## src/rtl/dtmf_kd_pkg.sv

```systemverilog
package dtmf_kd_pkg;

   // How many lines of one group are active
   typedef enum logic [1:0] {
      LN_NONE = 2'd0,
      LN_ONE  = 2'd1,
      LN_MANY = 2'd2
   } line_cnt_e;

   // Decoded tone request before registering
   typedef struct packed {
      logic row_en;
      logic col_en;
      logic any_key;
   } tone_req_t;

endpackage

```

## src/rtl/dtmf_line_scan.sv

```systemverilog
module dtmf_line_scan
   import dtmf_kd_pkg::*;
#(
   parameter int unsigned NUM_LINES = 4,
   localparam int unsigned IDX_W = (NUM_LINES > 1) ? $clog2(NUM_LINES) : 1
) (
   input  logic [NUM_LINES-1:0] lines,
   output line_cnt_e            cnt,
   output logic [IDX_W-1:0]     idx
);

   logic [NUM_LINES-1:0] drop_low;
   logic                 any_set;
   logic                 multi_set;

   // Clearing the lowest set bit leaves something only when 2+ bits are set
   assign drop_low  = lines & (lines - NUM_LINES'(1));
   assign any_set   = |lines;
   assign multi_set = |drop_low;

   always_comb begin
      if (multi_set)    cnt = LN_MANY;
      else if (any_set) cnt = LN_ONE;
      else              cnt = LN_NONE;
   end

   // One-hot to binary: index bit b is the OR of every line whose number has bit b set
   for (genvar b = 0; b < IDX_W; b++) begin : g_idx_bit
      logic [NUM_LINES-1:0] pick;
      for (genvar k = 0; k < NUM_LINES; k++) begin : g_pick
         if (((k >> b) & 1) == 1) begin : g_on
            assign pick[k] = lines[k];
         end else begin : g_off
            assign pick[k] = 1'b0;
         end
      end
      assign idx[b] = |pick;
   end

endmodule

```

## src/rtl/dtmf_tone_arbiter.sv

```systemverilog
module dtmf_tone_arbiter
   import dtmf_kd_pkg::*;
(
   input  line_cnt_e row_cnt,
   input  line_cnt_e col_cnt,
   input  logic      dual_ok_n,
   output tone_req_t req
);

   logic dual_hit;
   logic row_single;
   logic col_single;

   assign dual_hit   = (row_cnt == LN_ONE) && (col_cnt == LN_ONE);
   // Several keys across one row
   assign row_single = (row_cnt == LN_ONE) && (col_cnt == LN_MANY);
   // Several keys down one column, or a lone column driven electronically
   assign col_single = (col_cnt == LN_ONE) &&
                       ((row_cnt == LN_MANY) || (row_cnt == LN_NONE));

   always_comb begin
      req.any_key = (row_cnt != LN_NONE) || (col_cnt != LN_NONE);
      req.row_en  = dual_hit || (row_single && dual_ok_n);
      req.col_en  = dual_hit || (col_single && dual_ok_n);
   end

endmodule

```

## src/rtl/dtmf_out_stage.sv

```systemverilog
module dtmf_out_stage
   import dtmf_kd_pkg::*;
#(
   parameter int unsigned ROW_W = 2,
   parameter int unsigned COL_W = 2
) (
   input  logic             clk,
   input  logic             rst_n,
   input  tone_req_t        req,
   input  logic [ROW_W-1:0] row_idx,
   input  logic [COL_W-1:0] col_idx,
   output logic             row_en,
   output logic             col_en,
   output logic [ROW_W-1:0] row_sel,
   output logic [COL_W-1:0] col_sel,
   output logic             mute,
   output logic             xmitr_oe
);

   always_ff @(posedge clk or negedge rst_n) begin
      if (!rst_n) begin
         row_en   <= 1'b0;
         col_en   <= 1'b0;
         row_sel  <= '0;
         col_sel  <= '0;
         mute     <= 1'b0;
         xmitr_oe <= 1'b1;
      end else begin
         row_en   <= req.row_en;
         col_en   <= req.col_en;
         row_sel  <= req.row_en ? row_idx : '0;
         col_sel  <= req.col_en ? col_idx : '0;
         mute     <= req.any_key;
         xmitr_oe <= ~req.any_key;
      end
   end

endmodule

```

## src/rtl/dtmf_key_decode.sv

```systemverilog
module dtmf_key_decode
   import dtmf_kd_pkg::*;
#(
   parameter int unsigned NUM_ROWS = 4,
   parameter int unsigned NUM_COLS = 4,
   localparam int unsigned ROW_W = $clog2(NUM_ROWS),
   localparam int unsigned COL_W = $clog2(NUM_COLS)
) (
   input  logic                clk,
   input  logic                rst_n,
   input  logic [NUM_ROWS-1:0] row_act,
   input  logic [NUM_COLS-1:0] col_act,
   input  logic                dual_ok_n,
   output logic                row_en,
   output logic                col_en,
   output logic [ROW_W-1:0]    row_sel,
   output logic [COL_W-1:0]    col_sel,
   output logic                mute,
   output logic                xmitr_oe
);

   if (NUM_ROWS < 2) begin : g_bad_rows
      $error("dtmf_key_decode: NUM_ROWS must be at least 2");
   end
   if (NUM_COLS < 2) begin : g_bad_cols
      $error("dtmf_key_decode: NUM_COLS must be at least 2");
   end

   line_cnt_e        row_cnt;
   line_cnt_e        col_cnt;
   logic [ROW_W-1:0] row_idx;
   logic [COL_W-1:0] col_idx;
   tone_req_t        req;

   dtmf_line_scan #(.NUM_LINES(NUM_ROWS)) u_row_scan (
      .lines (row_act),
      .cnt   (row_cnt),
      .idx   (row_idx)
   );

   dtmf_line_scan #(.NUM_LINES(NUM_COLS)) u_col_scan (
      .lines (col_act),
      .cnt   (col_cnt),
      .idx   (col_idx)
   );

   dtmf_tone_arbiter u_arb (
      .row_cnt   (row_cnt),
      .col_cnt   (col_cnt),
      .dual_ok_n (dual_ok_n),
      .req       (req)
   );

   dtmf_out_stage #(.ROW_W(ROW_W), .COL_W(COL_W)) u_out (
      .clk      (clk),
      .rst_n    (rst_n),
      .req      (req),
      .row_idx  (row_idx),
      .col_idx  (col_idx),
      .row_en   (row_en),
      .col_en   (col_en),
      .row_sel  (row_sel),
      .col_sel  (col_sel),
      .mute     (mute),
      .xmitr_oe (xmitr_oe)
   );

endmodule

```

## config.mk

```make
export PLATFORM = sky130hd
export DESIGN_NAME = dtmf_key_decode
export DESIGN_NICKNAME = d
export VERILOG_FILES = /design/src/rtl/dtmf_kd_pkg.sv /design/src/rtl/dtmf_line_scan.sv /design/src/rtl/dtmf_tone_arbiter.sv /design/src/rtl/dtmf_out_stage.sv /design/src/rtl/dtmf_key_decode.sv
export SDC_FILE = /design/constraint.sdc
export NUM_CORES = 1
export LEC_CHECK = 0
export ABC_AREA = 1
export BUFFER_PORTS_ARGS = -buffer_cell sky130_fd_sc_hd__buf_2
export CAP_MARGIN = 10
export CORE_AREA = 2 2 39 41
export DETAILED_ROUTE_END_ITERATION = 10
export DIE_AREA = 0 0 41 43
export GPL_ROUTABILITY_DRIVEN = 0
export REMOVE_ABC_BUFFERS = 1
export SLEW_MARGIN = 20
export SYNTH_ARGS = -nofsm -noshare
export SYNTH_HDL_FRONTEND = slang
export SYNTH_SLANG_ARGS = --single-unit
```

## constraint.sdc

```tcl
create_clock -name clk -period 0.8 [get_ports clk]
set_input_delay 0.12 -clock clk [delete_from_list [all_inputs] [get_ports clk]]
set_output_delay 0.12 -clock clk [all_outputs]
set_load 0.1 [all_outputs]
```

# Yosys cells after proc, flatten, opt, wreduce, memory -nomap -nowiden
# Cells that the tools add are included.
# word_totals
wordCells,41
reg_bits,8
# op_classes
bitwise,3
add_sub_neg,2
muxes,6
eq_ne,4
reduce_logical,20
# ops
op,n
4-bit OR reduction,4
4-bit AND,2
2-bit two-way mux,4
2-bit OR reduction,4
4-bit by 1-bit subtractor with 4-bit output (second input constant),2
1-bit logical AND,5
2-bit by 1-bit == test with 1-bit output (second input constant),2
2-bit == test (second input constant),2
1-bit logical OR,4
2-bit nonzero test,2
2-bit logical NOT,1
1-bit two-way mux,2
1-bit NOT,1

# Logic depth before layout (Yosys ltp)
# depth
ltp_word,10
depth_mapped,7
depth_no_buf,7

# Cells and area by module
# From an unflattened synthesis, not the netlist that was laid out.
# unflattened
hier_cells,63
area_unflattened_um2,432.9
# by_module_without_submodules
mod,area_per_inst_um2,seq_area_each_um2,cells_per_inst,instances
dtmf_out_stage,235.2,201.4,17,1
dtmf_line_scan,63.8,0.0,14,2
dtmf_tone_arbiter,70.1,0.0,18,1

# Worst setup path before layout
# Ideal clock, no wire load.
# synth_path
kind,reg-to-output
startpoint,register u_out.col_en
endpoint,output col_en
slack_ps,-203
t_arrival_ps,883
path_buffers,0
stages_incl_launch_ff,1
required_ps,680
cell_sequence,dfrtp_1
# synth_lines
element,line_no,source
from (decl),dtmf_out_stage.sv:13,"output logic col_en,"
from (signal assigned),dtmf_out_stage.sv:30,col_en <= req.col_en;
to (decl),dtmf_key_decode.sv:15,"output logic col_en,"
# No word-level cell between the ends.

# Worst setup path after layout
# layout_path
startpoint,register u_out.xmitr_oe
endpoint,output xmitr_oe
# layout_lines
element,line_no,source
from (decl),dtmf_out_stage.sv:17,output logic xmitr_oe
from (signal assigned),dtmf_out_stage.sv:34,xmitr_oe <= ~req.any_key;
to (decl),dtmf_key_decode.sv:19,output logic xmitr_oe
# No word-level cell between the ends.

==> impl.org <==
** Outcome
- The run finished, with violations left.
- The final reports fail on setup timing.

** Placement
- In this run the cell area measured after placement is 606 sq um.
- Dpl hpwl :: 552 microns
- The count of buffers added on input and output ports is 18.

** Synth
- Number of synthesized register bits :: 8
- Dominant combinational cell family by area after synthesis :: simple AND/OR/NAND/NOR gates
- Yosys printed 0 warnings.
- Post-synthesis average cell area :: approximately 8.2 sq um
- Counting distinct cell types in the post-synthesis netlist gives 10.
- Simple-gate share of the synthesized area :: 0.378
- Xor/xnor cell area share of the yosys netlist :: 0
- The mapped netlist covers about 360 sq um.
- The complex-gate fraction of the synthesized area was 0.
- For this run, the register share of the synthesized area comes to 0.559.
- The cell count after synthesis came out at between 40 and 50.
- Measured against the total synthesized area, the mux share comes to 0.
- Adder and majority gate portion of the synthesized area :: 0

** Layout
- Layout cell share with drive strength beyond 1 :: 0.464
- Commonest cells after routing, fill and taps aside :: 14 x nand2_1, 10 x buf_2, 8 x nor2_1, 8 x buf_12, 7 x dfrtp_1
- The number of antenna diodes in the final layout is 0.
- The finished cells cover around 640 sq um.
- Number of nets in the final layout :: 81
- The library cell used most frequently in the layout, excluding fill and tap cells, is nand2_1.
- From synthesis to final layout, the design area changed by 78.1%.

** Worst setup path
- Worst EP required :: 680 ps
- In this design, the largest share of critical-path delay is due to flip-flops.
- Worst setup path startpoint :: u_out.xmitr_oe
- The setup path with the least slack is of type register to primary output.
- Startpoint kind of the worst setup timing path :: register
- At the worst endpoint, the arrival time is 950 ps.
- Maximum cell stage delay along the critical path :: between 500 and 600 ps
- Max Fanout on Critical Path :: 1
- Worst Setup End Kind :: primary output
- Traced cell by cell, the critical path runs through buf_12.
- Cell at the slowest stage of the critical path :: dfstp_2
- Counting both buffers and inverters, the worst setup path holds a total of 1.

** Detailed routing
- Via count :: 341
- The final layout contains routed wiring with a total length of 583 microns.
- Number of remaining DRC errors :: 0
- 1st-pass router iterations :: 4
- Via-to-Cell Ratio :: ~4
- Count of antenna-violating nets left after detailed routing :: 0
- After detailed routing, the average wire length per cell comes to slightly below 7 microns.
- In this run, the number of DRC markers left after iteration 0 of detailed routing was 6.

** STA
- Measured against its own limit, the worst slew margin works out to 0.891.
- Tmin final :: ~1100 ps
- Final Hold Violating Endpoints :: 0
- Period utilisation layout :: 1.34
- Count of final setup violators :: 8
- Number of max-slew violations in the final report :: 0
- At the pin with the least slew margin, the transition time is roughly 160 ps.
- Timing would allow up to just over 900 MHz.
- Setup repair after global routing missed its margin :: yes
- In the post-route analysis, the smallest setup slack over all paths is -274 ps.

** CTS
- Clock tree from TritonCTS :: built
- Clock Tree Buf Depth :: 2
- Counting every sink on the clock net gives 8.
- Clock tree synthesis selected as its root buffer the cell clkbuf_4.
- Counting the buffers created by CTS gives 3.
- CTS built an H-tree with a depth of 1.
- Post-CTS timing repair inserted 0 buffers for setup.
- Clock transition time at the flip-flop clock pins of the worst setup and hold paths :: ~50 ps

** Flow run
- Across the run, the number of max-cap violations was 0.

** Global route
- Total global routing overflow :: 0
- Global-route wire length before repair :: between 1000 and 1500 microns
- All-layer global routing usage :: 0.0901
- Number of antenna violations at the first check in global routing :: 0
- Vias in the first global route :: just under 300
- Entering global routing, the biggest net connects 9 pins.

** Floorplanning
- For this configuration, the core starts out at a cell density of 0.260.
- Measured along the x axis, the die boundary spans 41 microns.
- Row generation in the floorplan step produced 14 rows.
- Measured along the y axis, the die boundary spans ~43 microns.
- The die covers between 1500 and 2000 sq um.
- Core footprint :: ~1400 sq um
- Pin placement for this block handled 19 I/O pins.

** Pwr
- Total chip power :: 0.00116 W
- Dividing total power by cell area gives a power density of roughly 1800 nW/um^2.
- IR analysis of the VDD net gives a maximum drop of about 640 uV.
- Static Leak :: around 0.34 nW

** Hold path
- In this run the worst hold path is classified as primary input to register.
- Beginning of the worst hold path :: col_act[0]
==> where the power goes <==
| part | switching, W | internal [W] | leakage [nW] | total [W] |
|---|---|---|---|---|
| clock network | 0.000130 | 0.000190 | 0.0150 | 0.000320 |
| logic | 0.000251 | 0.000142 | 0.230 | 0.000394 |
| registers | 0.0000185 | 0.000429 | 0.0989 | 0.000447 |
| total | 0.000400 | 0.000761 | 0.343 | 0.00116 |
==> final timing paths <==
check                                  to  slack (ps)  cells past startpoint
setup / recovery                 xmitr_oe        -270                      1
hold / removal             u_out.xmitr_oe         140                      4
max in group asynchronous  u_out.xmitr_oe         340                      2
min in group asynchronous      u_out.mute         230                      2
==> stage by stage <==
step | utilization | std cells | worst slack [ps] | hold slack [ps] | TNS, ps
floorplan | - | 44 | -203 | -176 | -1570
global placement | 0.438 | 80 | -31.0 | -40.3 | -132
detailed placement | 0.438 | 80 | -73.8 | -37.2 | -286
CTS | 0.464 | 85 | -286 | 135 | -1310
global route | 0.464 | 85 | -298 | 154 | -1370
finish | 0.464 | 85 | -274 | 136 | -1220
==> cell type report <==
| type | count | area (sq um) |
|---|---|---|
| Fill cell | 122 | 742 |
| Timing Repair Buffer | 21 | 235 |
| Sequential cell | 8 | 201 |
| Multi-Input combinational cell | 30 | 136 |
| Clock buffer | 4 | 26.3 |
| Inverter | 6 | 22.5 |
| Tap cell | 16 | 20.0 |
==> routing by layer <==
metal,global-route usage,wire length [microns]
met5,0,0
met4,0.100,23
met3,0.0157,45
met2,0.159,329
met1,0.0660,186
==> registers in the layout, indices dropped and copies added, names as in the netlist <==
signal	count
u_out.col_sel	2
u_out.row_sel	2
u_out.col_en	1
u_out.mute	1
u_out.row_en	1
u_out.xmitr_oe	1
==> cells by family (layout without fill, tap and decap cells) <==
family	count (synthesis)	count (layout)
DFF	8	8
buffers and inverters	6	31
and+or+nand+nor	30	30
==> synthesized netlist by cell type (all sizes together) <==
cell type,count,share of area
nand3,1,0.014
nor2,11,0.15
dfstp,1,0.073
dfrtp,7,0.49
inv,6,0.062
nand2,18,0.22
==> timing repair <==
item                       in CTS  in global routing
hold endpoints to repair        8                  0
resized for setup               0                  0
setup endpoints to repair       8                  8
hold buffers                    1                  0
Note: power is estimated with default switching activity, not from simulation.
